File: src/rtl/opnd_pkg.sv
package opnd_pkg;

    localparam int unsigned WORD_W    = 16;
    localparam int unsigned REG_SEL_W = 4;
    localparam int unsigned MODE_W    = 2;
    localparam int unsigned PC_STEP   = 2;
    localparam int unsigned OPC_W     = 6;

    localparam logic [OPC_W-1:0]     SINGLE_OPC = 6'b000100;
    localparam logic [REG_SEL_W-1:0] REG_PC     = 4'd0;
    localparam logic [REG_SEL_W-1:0] REG_CG1    = 4'd2;
    localparam logic [REG_SEL_W-1:0] REG_CG2    = 4'd3;
    localparam logic [WORD_W-1:0]    LOW_MASK   = 16'h00FF;

    typedef enum logic [1:0] {
        OPK_REG   = 2'd0,
        OPK_MEM   = 2'd1,
        OPK_CONST = 2'd2,
        OPK_NONE  = 2'd3
    } opnd_kind_e;

    typedef enum logic [2:0] {
        ST_IDLE    = 3'd0,
        ST_SRC     = 3'd1,
        ST_SRC_EXT = 3'd2,
        ST_DST     = 3'd3,
        ST_DST_EXT = 3'd4,
        ST_DONE    = 3'd5
    } seq_state_e;

    typedef struct packed {
        logic [MODE_W-1:0]    s_mode;
        logic [REG_SEL_W-1:0] s_reg;
        logic [REG_SEL_W-1:0] d_reg;
        logic                 d_ind;
        logic                 byte_op;
        logic                 single;
    } insn_fields_t;

    typedef struct packed {
        opnd_kind_e           kind;
        logic [REG_SEL_W-1:0] sel;
        logic [WORD_W-1:0]    addr;
        logic [WORD_W-1:0]    value;
    } opnd_res_t;

    function automatic insn_fields_t split_insn(input logic [WORD_W-1:0] w);
        insn_fields_t f;
        f.single  = (w[15:10] == SINGLE_OPC);
        f.s_mode  = w[5:4];
        f.s_reg   = f.single ? w[3:0] : w[11:8];
        f.d_reg   = w[3:0];
        f.d_ind   = w[7];
        f.byte_op = w[6];
        return f;
    endfunction

    // Literal produced by the constant-generator registers.
    function automatic logic [WORD_W-1:0] gen_const(input logic [REG_SEL_W-1:0] r,
                                                    input logic [MODE_W-1:0]    m);
        logic [WORD_W-1:0] v;
        if (r == REG_CG2) begin
            v = (m == 2'd3) ? {WORD_W{1'b1}} : {{(WORD_W-MODE_W){1'b0}}, m};
        end else begin
            v = m[0] ? WORD_W'(8) : WORD_W'(4);
        end
        return v;
    endfunction

    function automatic opnd_res_t res_none();
        opnd_res_t r;
        r.kind  = OPK_NONE;
        r.sel   = '0;
        r.addr  = '0;
        r.value = '0;
        return r;
    endfunction

endpackage

File: src/rtl/opnd_src_map.sv
module opnd_src_map
    import opnd_pkg::*;
(
    input  logic [MODE_W-1:0]    mode,
    input  logic [REG_SEL_W-1:0] rsel,
    input  logic                 byte_op,
    input  logic [WORD_W-1:0]    rval,
    input  logic [WORD_W-1:0]    pc,
    input  logic [WORD_W-1:0]    ext,
    output logic                 needs_ext,
    output opnd_res_t            res,
    output logic                 postinc,
    output logic [WORD_W-1:0]    inc_val
);

    localparam logic [WORD_W-1:0] STEP_B = WORD_W'(1);
    localparam logic [WORD_W-1:0] STEP_W = WORD_W'(2);

    always_comb begin
        needs_ext = 1'b0;
        postinc   = 1'b0;
        inc_val   = rval + (byte_op ? STEP_B : STEP_W);
        res       = res_none();
        res.sel   = rsel;
        if (rsel == REG_CG2) begin
            res.kind  = OPK_CONST;
            res.value = gen_const(rsel, mode);
        end else if (rsel == REG_CG1) begin
            case (mode)
                2'd0: res.kind = OPK_REG;
                2'd1: begin
                    needs_ext = 1'b1;
                    res.kind  = OPK_MEM;
                    res.addr  = ext;
                end
                default: begin
                    res.kind  = OPK_CONST;
                    res.value = gen_const(rsel, mode);
                end
            endcase
        end else if (rsel == REG_PC) begin
            case (mode)
                2'd0: res.kind = OPK_REG;
                2'd1: begin
                    needs_ext = 1'b1;
                    res.kind  = OPK_MEM;
                    res.addr  = pc + ext;
                end
                2'd2: begin
                    res.kind = OPK_MEM;
                    res.addr = pc;
                end
                default: begin
                    needs_ext = 1'b1;
                    res.kind  = OPK_CONST;
                    res.value = ext;
                end
            endcase
        end else begin
            case (mode)
                2'd0: res.kind = OPK_REG;
                2'd1: begin
                    needs_ext = 1'b1;
                    res.kind  = OPK_MEM;
                    res.addr  = rval + ext;
                end
                2'd2: begin
                    res.kind = OPK_MEM;
                    res.addr = rval;
                end
                default: begin
                    res.kind = OPK_MEM;
                    res.addr = rval;
                    postinc  = 1'b1;
                end
            endcase
        end
    end

endmodule

File: src/rtl/opnd_dst_map.sv
module opnd_dst_map
    import opnd_pkg::*;
(
    input  logic                 ind,
    input  logic [REG_SEL_W-1:0] rsel,
    input  logic [WORD_W-1:0]    rval,
    input  logic [WORD_W-1:0]    pc,
    input  logic [WORD_W-1:0]    ext,
    output logic                 needs_ext,
    output opnd_res_t            res
);

    always_comb begin
        res       = res_none();
        res.sel   = rsel;
        needs_ext = ind;
        if (!ind) begin
            res.kind = OPK_REG;
        end else begin
            res.kind = OPK_MEM;
            if (rsel == REG_PC) begin
                res.addr = pc + ext;
            end else if (rsel == REG_CG1) begin
                res.addr = ext;
            end else begin
                res.addr = rval + ext;
            end
        end
    end

endmodule

File: src/rtl/opnd_seq.sv
module opnd_seq
    import opnd_pkg::*;
(
    input  logic       clk,
    input  logic       rst,
    input  logic       start,
    input  logic       src_ext,
    input  logic       dst_ext,
    output seq_state_e state
);

    seq_state_e nxt;

    always_comb begin
        nxt = state;
        case (state)
            ST_IDLE:    nxt = start ? ST_SRC : ST_IDLE;
            ST_SRC:     nxt = src_ext ? ST_SRC_EXT : ST_DST;
            ST_SRC_EXT: nxt = ST_DST;
            ST_DST:     nxt = dst_ext ? ST_DST_EXT : ST_DONE;
            ST_DST_EXT: nxt = ST_DONE;
            ST_DONE:    nxt = ST_IDLE;
            default:    nxt = ST_IDLE;
        endcase
    end

    always_ff @(posedge clk) begin
        if (rst) begin
            state <= ST_IDLE;
        end else begin
            state <= nxt;
        end
    end

endmodule

File: src/rtl/opnd_resolver.sv
module opnd_resolver
    import opnd_pkg::*;
(
    input  logic                 clk,
    input  logic                 rst,
    input  logic                 start,
    input  logic [WORD_W-1:0]    instr,
    input  logic [WORD_W-1:0]    pc_i,
    output logic [REG_SEL_W-1:0] rf_rsel,
    input  logic [WORD_W-1:0]    rf_rdata,
    output logic                 rf_we,
    output logic [REG_SEL_W-1:0] rf_wsel,
    output logic [WORD_W-1:0]    rf_wdata,
    output logic                 pc_we,
    output logic [WORD_W-1:0]    pc_wdata,
    output logic                 mem_rd,
    output logic [WORD_W-1:0]    mem_addr,
    input  logic [WORD_W-1:0]    mem_rdata,
    output logic                 done,
    output logic                 single_op,
    output logic [1:0]           src_kind,
    output logic [REG_SEL_W-1:0] src_reg,
    output logic [WORD_W-1:0]    src_addr,
    output logic [WORD_W-1:0]    src_val,
    output logic [1:0]           dst_kind,
    output logic [REG_SEL_W-1:0] dst_reg,
    output logic [WORD_W-1:0]    dst_addr
);

    seq_state_e        st;
    insn_fields_t      f_q;
    logic [WORD_W-1:0] pc_q;
    opnd_res_t         src_q;
    opnd_res_t         dst_q;

    logic              s_need;
    logic              s_postinc;
    logic [WORD_W-1:0] s_inc;
    opnd_res_t         s_res;
    logic              d_need;
    logic              d_need_eff;
    opnd_res_t         d_res;
    logic              in_dst;

    assign d_need_eff = d_need & ~f_q.single;
    assign in_dst     = (st == ST_DST) || (st == ST_DST_EXT);
    assign rf_rsel    = in_dst ? f_q.d_reg : f_q.s_reg;

    opnd_seq u_seq (
        .clk     (clk),
        .rst     (rst),
        .start   (start),
        .src_ext (s_need),
        .dst_ext (d_need_eff),
        .state   (st)
    );

    opnd_src_map u_src (
        .mode      (f_q.s_mode),
        .rsel      (f_q.s_reg),
        .byte_op   (f_q.byte_op),
        .rval      (rf_rdata),
        .pc        (pc_q),
        .ext       (mem_rdata),
        .needs_ext (s_need),
        .res       (s_res),
        .postinc   (s_postinc),
        .inc_val   (s_inc)
    );

    opnd_dst_map u_dst (
        .ind       (f_q.d_ind),
        .rsel      (f_q.d_reg),
        .rval      (rf_rdata),
        .pc        (pc_q),
        .ext       (mem_rdata),
        .needs_ext (d_need),
        .res       (d_res)
    );

    always_ff @(posedge clk) begin
        if (rst) begin
            f_q   <= '0;
            pc_q  <= '0;
            src_q <= res_none();
            dst_q <= res_none();
        end else begin
            if (st == ST_IDLE && start) begin
                f_q  <= split_insn(instr);
                pc_q <= pc_i;
            end
            if ((st == ST_SRC && !s_need) || st == ST_SRC_EXT) begin
                src_q <= s_res;
            end
            if (st == ST_SRC_EXT || st == ST_DST_EXT) begin
                pc_q <= pc_q + WORD_W'(PC_STEP);
            end
            if (st == ST_DST && !d_need_eff) begin
                dst_q <= f_q.single ? res_none() : d_res;
            end
            if (st == ST_DST_EXT) begin
                dst_q <= d_res;
            end
        end
    end

    always_comb begin
        rf_we    = 1'b0;
        rf_wsel  = f_q.s_reg;
        rf_wdata = s_inc;
        if (st == ST_SRC && s_postinc) begin
            rf_we = 1'b1;
        end else if (st == ST_DST && !f_q.single && !f_q.d_ind && f_q.byte_op) begin
            rf_we    = 1'b1;
            rf_wsel  = f_q.d_reg;
            rf_wdata = rf_rdata & LOW_MASK;
        end
    end

    assign mem_rd   = (st == ST_SRC && s_need) || (st == ST_DST && d_need_eff);
    assign mem_addr = pc_q;
    assign pc_we    = (st == ST_SRC_EXT) || (st == ST_DST_EXT);
    assign pc_wdata = pc_q + WORD_W'(PC_STEP);
    assign done     = (st == ST_DONE);

    assign single_op = f_q.single;
    assign src_kind  = src_q.kind;
    assign src_reg   = src_q.sel;
    assign src_addr  = src_q.addr;
    assign src_val   = src_q.value;
    assign dst_kind  = dst_q.kind;
    assign dst_reg   = dst_q.sel;
    assign dst_addr  = dst_q.addr;

endmodule

File: config.mk
export PLATFORM = sky130hd
export DESIGN_NAME = opnd_resolver
export DESIGN_NICKNAME = d
export VERILOG_FILES = /design/src/rtl/opnd_pkg.sv /design/src/rtl/opnd_src_map.sv /design/src/rtl/opnd_dst_map.sv /design/src/rtl/opnd_seq.sv /design/src/rtl/opnd_resolver.sv
export SDC_FILE = /design/constraint.sdc
export NUM_CORES = 1
export LEC_CHECK = 0
export BUFFER_PORTS_ARGS = -buffer_cell sky130_fd_sc_hd__buf_2
export CAP_MARGIN = 40
export CORE_ASPECT_RATIO = 0.7
export CORE_MARGIN = 4
export CORE_UTILIZATION = 60
export CTS_CLUSTER_SIZE = 10
export DETAILED_ROUTE_END_ITERATION = 16
export GPL_TIMING_DRIVEN = 1
export PLACE_DENSITY = 0.86
export SETUP_SLACK_MARGIN = 0.1
export SYNTH_ARGS = -nofsm -noshare
export SYNTH_HDL_FRONTEND = slang
export SYNTH_HIERARCHICAL = 1
export SYNTH_SLANG_ARGS = --single-unit
File: constraint.sdc
create_clock -name clk -period 5.55 [get_ports clk]
set_clock_uncertainty 0.15 [all_clocks]
set_input_delay 1.665 -clock clk [delete_from_list [all_inputs] [get_ports clk]]
set_output_delay 1.665 -clock clk [all_outputs]
set_load 0.02 [all_outputs]
# Word-level counts from Yosys, hierarchy flattened
# Index checks and enable logic that the tools add are counted.
# op_classes
n_eq_ne	12
n_mux	49
bitwise_logic	2
add_sub_neg	4
reduce_logical	28
# op_table
operator	n
2-to-1 mux 16 bit	15
2-to-1 mux 38 bit	3
one-hot mux 16 bit (2 select lines)	2
adder 16 bit	3
2-to-1 mux 32 bit	1
2-to-1 mux 4 bit	5
adder 16 x 2 -> 16 bit, second input constant	1
2-to-1 mux 1 bit	16
one-hot mux 3 bit (5 select lines)	1
equality test 4 x 2 -> 1 bit, second input constant	3
logical AND 1 bit	9
zero test 4 bit	2
2-to-1 mux 2 bit	4
one-hot mux 2 bit (2 select lines)	2
OR reduction 2 bit	4
equality test 3 x 2 -> 1 bit, second input constant	2
equality test 3 bit, second input constant	2
equality test 6 x 3 -> 1 bit, second input constant	1
equality test 2 bit, second input constant	2
zero test 1 bit	4
logical OR 1 bit	4
nonzero test 2 bit	2
equality test 3 x 1 -> 1 bit, second input constant	1
zero test 3 bit	1
5 further kinds	5
# totals
ff_bits	108
output_inout_bits	121
inputBits	67
word_cells	111

# Longest topological paths before layout
# Gate-level depths: netlist of the first run.
# logic_depth
word_depth	9
depth_mapped	13
mapped_depth_nobuf	13

# By module
# Netlist of the first run, hierarchy kept.
# by_module_without_submodules
mod	cells_each	instances	seq_area_each_um2	area_per_inst_um2
opnd_resolver	511	1	1781.7	4102.7
opnd_src_map	413	1	0.0	2820.2
opnd_dst_map	278	1	0.0	1961.9
opnd_seq	12	1	60.1	138.9

# Worst setup path after synthesis of the first run
# OpenSTA, ideal clock, no wires.
# synth_path
path_kind	input port to output port
start	input rf_rdata[0]
end	output rf_wdata[12]
path_slack_ns	0.787
t_arrival_ns	2.948
required_time_ns	3.735
path_stages	7
path_buffers	0
cell_sequence	ha_1 > fa_1 > and3_1 > nand2b_1 > nor2_1 > xor2_1 > and2_1
# synth_between
elab_chain_cells	3
# synth_lines
item	line	text
start, declared	opnd_resolver.sv:10	input logic [WORD_W-1:0] rf_rdata,
adder 16 bit (*)	opnd_src_map.sv:22	inc_val = rval + (byte_op ? STEP_B : STEP_W);
named net s_inc[12]	opnd_resolver.sv:38	logic [WORD_W-1:0] s_inc;
2-to-1 mux 16 bit	opnd_resolver.sv:113	end else if (st == ST_DST && !f_q.single && !f_q.d_ind && f_q.byte_op) begin
2-to-1 mux 16 bit (*)	opnd_resolver.sv:111	if (st == ST_SRC && s_postinc) begin
end, declared	opnd_resolver.sv:13	output logic [WORD_W-1:0] rf_wdata,
# Mark *: on every way through the listed nets, which the timed path passes. The rest lies on a longest branch.

# Final worst setup path of the first run
# layout_path
start	input rf_rdata[1]
end	output rf_wdata[15]
# Same word-level chain as after synthesis.

==> results.json, run 1 <==
{
  "rrSetupSlack_ns": 2.27,
  "vias_per_cell": 6.53,
  "tightest_slew_ns": 0.957,
  "gp_congestion": 1.01,
  "clk_latency_ns": 0.35,
  "cts_num_sinks": 92,
  "fmax_mhz": 191,
  "cp-end-kind": "output pin",
  "netlist_area_sq_um": 8900,
  "coreArea_sq_um": 14200,
  "powerDensity_nw_per_um2": 288,
  "die_h_um": 110,
  "min_to": "dst_addr[11]",
  "period_share": 0.942,
  "io_pins": 188,
  "layout_min_cycle_time_ns": 5.23,
  "peakVddDrop_mv": 0.216,
  "first_pass_iters": 6,
  "clk_pin_slew_ns": 0.07,
  "outcome": "finished, final reports clean",
  "cts_setup_buffers": 0,
  "drc_errors": 0,
  "die_x_um": 154,
  "crit_fanout": 7,
  "crit_start": "rf_rdata[1]",
  "via_count": 9947,
  "critPathLaunchType": "input pin",
  "timing.rr.end": "src_addr[11]",
  "wire_per_inst_um": 20.1,
  "synth_fp_nets": 1338,
  "yosysWarnings": 6,
  "maxCapViolations": 0,
  "cts_inserted_buffers": 9,
  "cts_hold_buf": 0,
  "antenna_found_initial": 0,
  "final_nets": 1468,
  "drv_slew": 0,
  "die-area_sq_um": 16900,
  "criticalPathCategory": "in2out",
  "cp.required_ns": 3.73,
  "tns_ns": 0,
  "maxSlewHeadroom": 0.346,
  "antennaDiodeCount": 0,
  "synth_cells": 1198,
  "crit_arrival_ns": 3.42,
  "post_cts_resized": 0,
  "postRouteAntennaNets": 0,
  "hold_path.class": "reg2reg",
  "power_leakage_nw": 4.48,
  "r2r-start": "mem_addr[1]",
  "gr-total-overflow": 0,
  "cts_tree": "yes",
  "grt_first_pass_wirelength_um": 47500,
  "min_from": "dst_addr[11]",
  "timing.final.ws_setup_ns": 0.320,
  "grt_max_degree": 50,
  "start_util": 0.626,
  "port_buffers": 187,
  "rows": 36,
  "finalHoldViolCount": 0,
  "place_ws_ns": 0.340,
  "clock-root-buffer": "clkbuf_16",
  "drive_gt1_frac": 0.200,
  "area_growth_syn_to_layout_pct": 13.6,
  "avgSynthCellArea_sq_um": 7.43,
  "whs_path_depth": 2,
  "clockBufferDepth": 2,
  "grt_util_all_layers": 0.349,
  "cts-htree-levels": 3,
  "r2r_cells": 10,
  "grt_pass1_vias": 9081,
  "drt-initial-drc-count": 1191,
  "post-dp-hpwl_um": 22800,
  "wirelength_um": 30600,
  "setup_viol": 0,
  "rsz0062_at_grt": "no"
}
==> power breakdown <==
part           internal (mW)  total, mW  switching (mW)
registers              0.724      0.846           0.122
logic                  0.524       1.45           0.924
clock network          0.316      0.617           0.301
total                   1.56       2.91            1.35
==> stage by stage <==
stage / hold slack, ns / cell area [sq um] / std cells / power (mW) / util
4_1_cts: 0.302 / 10100 / 1523 / 2.86 / 0.711
2_1_floorplan: 0.312 / 8900 / 1198 / 1.85 / -
5_1_grt: 0.321 / 10100 / 1523 / 3.06 / 0.711
3_3_place_gp: 0.289 / 9800 / 1505 / 2.22 / 0.688
6_report: 0.300 / 10100 / 1523 / 2.91 / 0.711
3_5_place_dp: 0.294 / 9820 / 1507 / 2.25 / 0.690
==> placed cells by master, fill, tap and decap left out, types with 17 or more instances in the layout <==
cell type and n:
nand2b_1 17, ha_1 68, a211oi_1 20, o21ai_1 20, dfxtp_1 92, nor2_1 48
xor2_1 24, o21ai_0 38, xnor2_1 40, nand2_1 180, a21oi_1 163, inv_1 30
nand3_1 44, a21o_1 35, buf_2 187, nor3_1 26
==> final cells by class <==
cell class,count,area [sq um]
multi-input combinational,992,6570
sequential,92,1840
tap,190,238
inverter,32,120
timing repair buffer,201,1050
fill,1198,4120
clock buffer,9,225
clock inverter,7,67.6
==> routing by layer <==
layer | vias up | share of wire | track usage
li1 | 4632 | - | -
met1 | 4544 | 0.41 | 0.476
met2 | 676 | 0.41 | 0.513
met3 | 95 | 0.14 | 0.117
met4 | 0 | 0.035 | 0.130
met5 | - | 0 | 0
==> how the worst max path moves through the flow <==
| stage | to | slack (ns) | depth (start not counted) |
|---|---|---|---|
| floorplan | rf_wdata[12] | 0.79 | 7 |
| global placement | rf_wdata[12] | 0.38 | 9 |
| global route | rf_wdata[15] | 0.22 | 10 |
| finish | rf_wdata[15] | 0.32 | 10 |
| CTS | rf_wdata[15] | 0.34 | 10 |
| detailed placement | rf_wdata[15] | 0.34 | 10 |
==> worst max-delay path, stage by stage <==
cell and delay, ns:
buf_2 0.17, ha_1 0.30, a21oi_1 0.08, nor2_1 0.19, nand3_1 0.18, nor2_1 0.24
nand4_1 0.16, xnor2_1 0.15, and2_1 0.13, buf_2 0.15
(Power assumes the default switching activity.)
==> run 2: changes to the inputs <==
--- a/config.mk
+++ b/config.mk
@@ -13,7 +13,7 @@
 export CTS_CLUSTER_SIZE = 10
 export DETAILED_ROUTE_END_ITERATION = 16
 export GPL_TIMING_DRIVEN = 1
-export PLACE_DENSITY = 0.86
+export PLACE_DENSITY_LB_ADDON = 0.05
 export SETUP_SLACK_MARGIN = 0.1
 export SYNTH_ARGS = -nofsm -noshare
 export SYNTH_HDL_FRONTEND = slang
==> results.json, run 2 (synthesis results as in run 1) <==
{
  "cts_hold_buf": 0,
  "mostFrequentLayoutCell": "buf_2",
  "area_growth_syn_to_layout_pct": 14.0,
  "outcome": "finished, final reports clean",
  "clockBufferDepth": 2,
  "clk_latency_ns": 0.36,
  "tns_ns": 0,
  "mostFrequentLayoutCells": "187 x buf_2, 180 x nand2_1, 163 x a21oi_1",
  "coreArea_sq_um": 14200,
  "drt-initial-drc-count": 1197,
  "power_leakage_nw": 4.49,
  "cts-htree-levels": 3,
  "grt_max_degree": 60,
  "io_pins": 188,
  "die_x_um": 154,
  "drive_gt1_frac": 0.201,
  "antennaDiodeCount": 0,
  "critPathLaunchType": "input pin",
  "gp_congestion": 0.997,
  "cts_inserted_buffers": 9,
  "die_h_um": 110,
  "hold_path.class": "reg2reg",
  "first_pass_iters": 6,
  "place_ws_ns": 0.454,
  "setup_viol": 0,
  "criticalPathCategory": "in2out",
  "timing.final.ws_setup_ns": 0.436,
  "cp_slowest_cell": "ha_1",
  "post_cts_resized": 0,
  "start_util": 0.626,
  "antenna_found_initial": 0,
  "drv_slew": 0,
  "cts_tree": "yes",
  "fin_util": 0.713,
  "tightest_slew_ns": 0.928,
  "crit_path_cell_trace": "buf_2 -> ha_1 -> a21oi_1 -> nor2_1 -> nand3_1 -> nor2_1 -> nand4_1 -> xnor2_1 -> and2_1 -> buf_2",
  "fmax_mhz": 196,
  "crit_buf_inv": 2,
  "period_share": 0.921,
  "gr-total-overflow": 0,
  "drc_errors": 0,
  "maxSlewHeadroom": 0.382,
  "maxCapViolations": 0,
  "postRouteAntennaNets": 0,
  "finalHoldViolCount": 0,
  "crit_fanout": 7,
  "clock-root-buffer": "clkbuf_16",
  "grt_util_all_layers": 0.362,
  "cp-end-kind": "output pin",
  "rsz0062_at_grt": "no",
  "cts_setup_buffers": 0,
  "die-area_sq_um": 16900,
  "wirelength_um": 31500,
  "final_nets": 1470,
  "postLayoutCellArea_sq_um": 10100,
  "vias_per_cell": 6.58,
  "layout_min_cycle_time_ns": 5.11,
  "port_buffers": 187,
  "via_count": 10000,
  "wire_per_inst_um": 20.7,
  "crit_arrival_ns": 3.30,
  "rows": 36,
  "grt_pass1_vias": 8809,
  "clk_pin_slew_ns": 0.07,
  "fill_cells": 1248,
  "hold-worst-slack_ns": 0.302,
  "dpl-instance-area_sq_um": 9840,
  "peakVddDrop_mv": 0.218,
  "cp.required_ns": 3.73,
  "crit_family": "simple AND/OR/NAND/NOR gates",
  "grt_first_pass_wirelength_um": 48400,
  "max_stage_delay_ns": 0.29,
  "powerDensity_nw_per_um2": 291,
  "post-dp-hpwl_um": 23300,
  "cts_num_sinks": 92
}
[run 2: cell types whose count changed in the layout (fill, tap and decap cells not counted)]
cell / previous run / this run
inv_6: 0 / 1
clkinv_8: 0 / 2
buf_4: 13 / 14
clkinv_4: 3 / 1
inv_8: 3 / 2
buf_6: 0 / 1
[run 2: path summary, 6_finish.rpt]
kind                start           end  slack (ns)  cells after the start
max           rf_rdata[1]  rf_wdata[15]        0.44                     10
min          dst_addr[10]  dst_addr[10]        0.30                      2
max reg2reg   mem_addr[1]  src_addr[11]        2.34                     10
min reg2reg  dst_addr[10]  dst_addr[10]        0.30                      2
[run 2: through the flow]
stage	total power, mW	cells
floorplan	1.85	1198
global placement	2.26	1507
detailed placement	2.28	1509
CTS	2.91	1525
global route	3.11	1525
finish	2.96	1525
[run 2: layer usage]
metal,wire length (um),track usage
met5,0,0
met4,1090,0.114
met3,4680,0.114
met2,12200,0.516
met1,13500,0.519
[run 2: cell type report]
type                            instances  area, sq um  area share
Inverter                               32          120      0.0118
Clock buffer                            9          225      0.0222
Sequential cell                        92         1840       0.182
Timing Repair Buffer                  203         1070       0.105
Multi-Input combinational cell        992         6570       0.648
Clock inverter                          7         80.1     0.00789
Tap cell                              190          238      0.0234
[run 2: tightest hold or removal path: cells and delay by family (launching register included)]
kind	cells	cell delay [ns]
AOI/OAI and AO/OA	1	0.05
and+or+nand+nor	1	0.05
DFF	1	0.31
[run 2: power breakdown]
group | internal (mW) | switching [mW]
sequential | 0.724 | 0.115
clock | 0.321 | 0.313
combinational | 0.529 | 0.956
total | 1.57 | 1.38
==> run 3: changes to the inputs <==
--- a/config.mk
+++ b/config.mk
@@ -8,7 +8,6 @@
 export BUFFER_PORTS_ARGS = -buffer_cell sky130_fd_sc_hd__buf_2
 export CAP_MARGIN = 40
 export CORE_ASPECT_RATIO = 0.7
-export CORE_MARGIN = 4
 export CORE_UTILIZATION = 60
 export CTS_CLUSTER_SIZE = 10
 export DETAILED_ROUTE_END_ITERATION = 16
==> results.json, run 3 (synthesis results as in run 1) <==
{
  "power_leakage_nw": 4.49,
  "rows": 36,
  "antenna_found_initial": 0,
  "multi_input_area_sq_um": 6570,
  "drt-initial-drc-count": 1201,
  "gr-total-overflow": 0,
  "gp_congestion": 0.973,
  "mostFrequentLayoutCell": "buf_2",
  "via_count": 9982,
  "post_cts_resized": 0,
  "grt_pass1_vias": 8899,
  "instances_no_fill": 1524,
  "crit_arrival_ns": 3.31,
  "cts_hold_buf": 0,
  "clk_pin_slew_ns": 0.08,
  "cp-end-kind": "output pin",
  "timing.final.ws_setup_ns": 0.430,
  "start_util": 0.628,
  "layout_min_cycle_time_ns": 5.12,
  "postRouteAntennaNets": 0,
  "mostFrequentLayoutCells": "187 x buf_2, 180 x nand2_1, 163 x a21oi_1",
  "critPathLaunchType": "input pin",
  "period_share": 0.923,
  "port_buffers": 187,
  "die_h_um": 104,
  "clock-root-buffer": "clkbuf_16",
  "grt_max_degree": 48,
  "min_to": "dst_reg[2]",
  "hold_path.class": "reg2reg",
  "criticalPathCategory": "in2out",
  "tightest_slew_ns": 0.894,
  "clockBufferDepth": 2,
  "area_growth_syn_to_layout_pct": 13.8,
  "first_pass_iters": 8,
  "place_ws_ns": 0.460,
  "antennaDiodeCount": 0,
  "setup_viol": 0,
  "die-area_sq_um": 15300,
  "powerDensity_nw_per_um2": 292,
  "maxSlewHeadroom": 0.404,
  "r2r-start": "mem_addr[1]",
  "peakVddDrop_mv": 0.207,
  "r2r_cells": 12,
  "wire_per_inst_um": 20.2,
  "max_stage_delay_ns": 0.46,
  "coreArea_sq_um": 14200,
  "clk_latency_ns": 0.36,
  "rsz0062_at_grt": "no",
  "cp_slowest_cell": "fa_1",
  "place_inst": 1508,
  "outcome": "finished, final reports clean",
  "drv_slew": 0,
  "cts_setup_buffers": 0,
  "cts_inserted_buffers": 9,
  "postLayoutCellArea_sq_um": 10100,
  "crit_family": "adder cells",
  "cts_tree": "yes",
  "vias_per_cell": 6.55,
  "rrSetupSlack_ns": 2.35,
  "drive_gt1_frac": 0.200,
  "crit_buf_inv": 2,
  "wirelength_um": 30800,
  "crit_fanout": 5,
  "post-dp-hpwl_um": 22400,
  "maxCapViolations": 0,
  "whs_path_depth": 2,
  "cts-htree-levels": 3,
  "tns_ns": 0,
  "min_from": "dst_reg[2]",
  "crit_start": "rf_rdata[0]",
  "crit_top_cell": "buf_2",
  "cts_num_sinks": 92,
  "drc_errors": 0,
  "grt_util_all_layers": 0.394,
  "io_pins": 188,
  "final_nets": 1469,
  "timing.rr.end": "dst_addr[10]",
  "finalHoldViolCount": 0,
  "crit_path_cell_trace": "buf_2 -> ha_1 -> fa_1 -> and3_1 -> nand2b_1 -> nor2_1 -> xor2_1 -> and2_1 -> buf_2",
  "cp.required_ns": 3.73,
  "seq_area_sq_um": 1840,
  "die_x_um": 148,
  "fmax_mhz": 195,
  "fill_cells": 1169,
  "grt_first_pass_wirelength_um": 47300,
  "dpl-instance-area_sq_um": 9830
}
==> run 3: changes by cell type in the layout (fill, tap and decap cells not counted) <==
cell,change
buf_6,-1
==> run 3: stage by stage <==
step | hold slack [ns] | utilization | power [mW]
finish | 0.302 | 0.714 | 2.96
global route | 0.318 | 0.714 | 3.11
CTS | 0.301 | 0.714 | 2.91
detailed placement | 0.291 | 0.693 | 2.26
global placement | 0.285 | 0.691 | 2.24
floorplan | 0.312 | - | 1.85
==> run 3: cell type report <==
type	instances	area share
Clock buffer	9	0.0222
Timing Repair Buffer	202	0.104
Inverter	32	0.0119
Tap cell	190	0.0235
Sequential cell	92	0.182
Multi-Input combinational cell	992	0.649
Clock inverter	7	0.00790
==> run 3: worst register-to-register path: cells and delay by family, from the launching register on <==
kind	cells	cell delay (ns)
xor+xnor	1	0.15
buf+inv	1	0.16
fa+ha+maj	1	0.48
simple gates	3	0.36
flops	1	0.72
compound gates	6	1.13
==> run 3: worst max path at each step <==
stage | to | slack, ns | cells past startpoint
2_1_floorplan | rf_wdata[12] | 0.79 | 7
3_3_place_gp | rf_wdata[15] | 0.49 | 10
3_5_place_dp | rf_wdata[15] | 0.46 | 10
4_1_cts | rf_wdata[12] | 0.45 | 9
5_1_grt | rf_wdata[15] | 0.27 | 10
6_report | rf_wdata[12] | 0.43 | 9
==> run 3: report_power, final <==
group | total [mW] | leakage, nW | switching, mW | internal [mW]
clock | 0.657 | 0.146 | 0.336 | 0.321
sequential | 0.839 | 0.748 | 0.115 | 0.724
combinational | 1.46 | 3.59 | 0.939 | 0.526
==> run 3: routing by layer <==
layer / vias to the layer above / track usage / part of all wire / wire length, um
li1: 4635 / - / - / -
met1: 4579 / 0.554 / 0.43 / 13300
met2: 679 / 0.557 / 0.40 / 12400
met3: 89 / 0.110 / 0.13 / 3970
met4: 0 / 0.170 / 0.036 / 1100
met5: - / 0 / 0 / 0
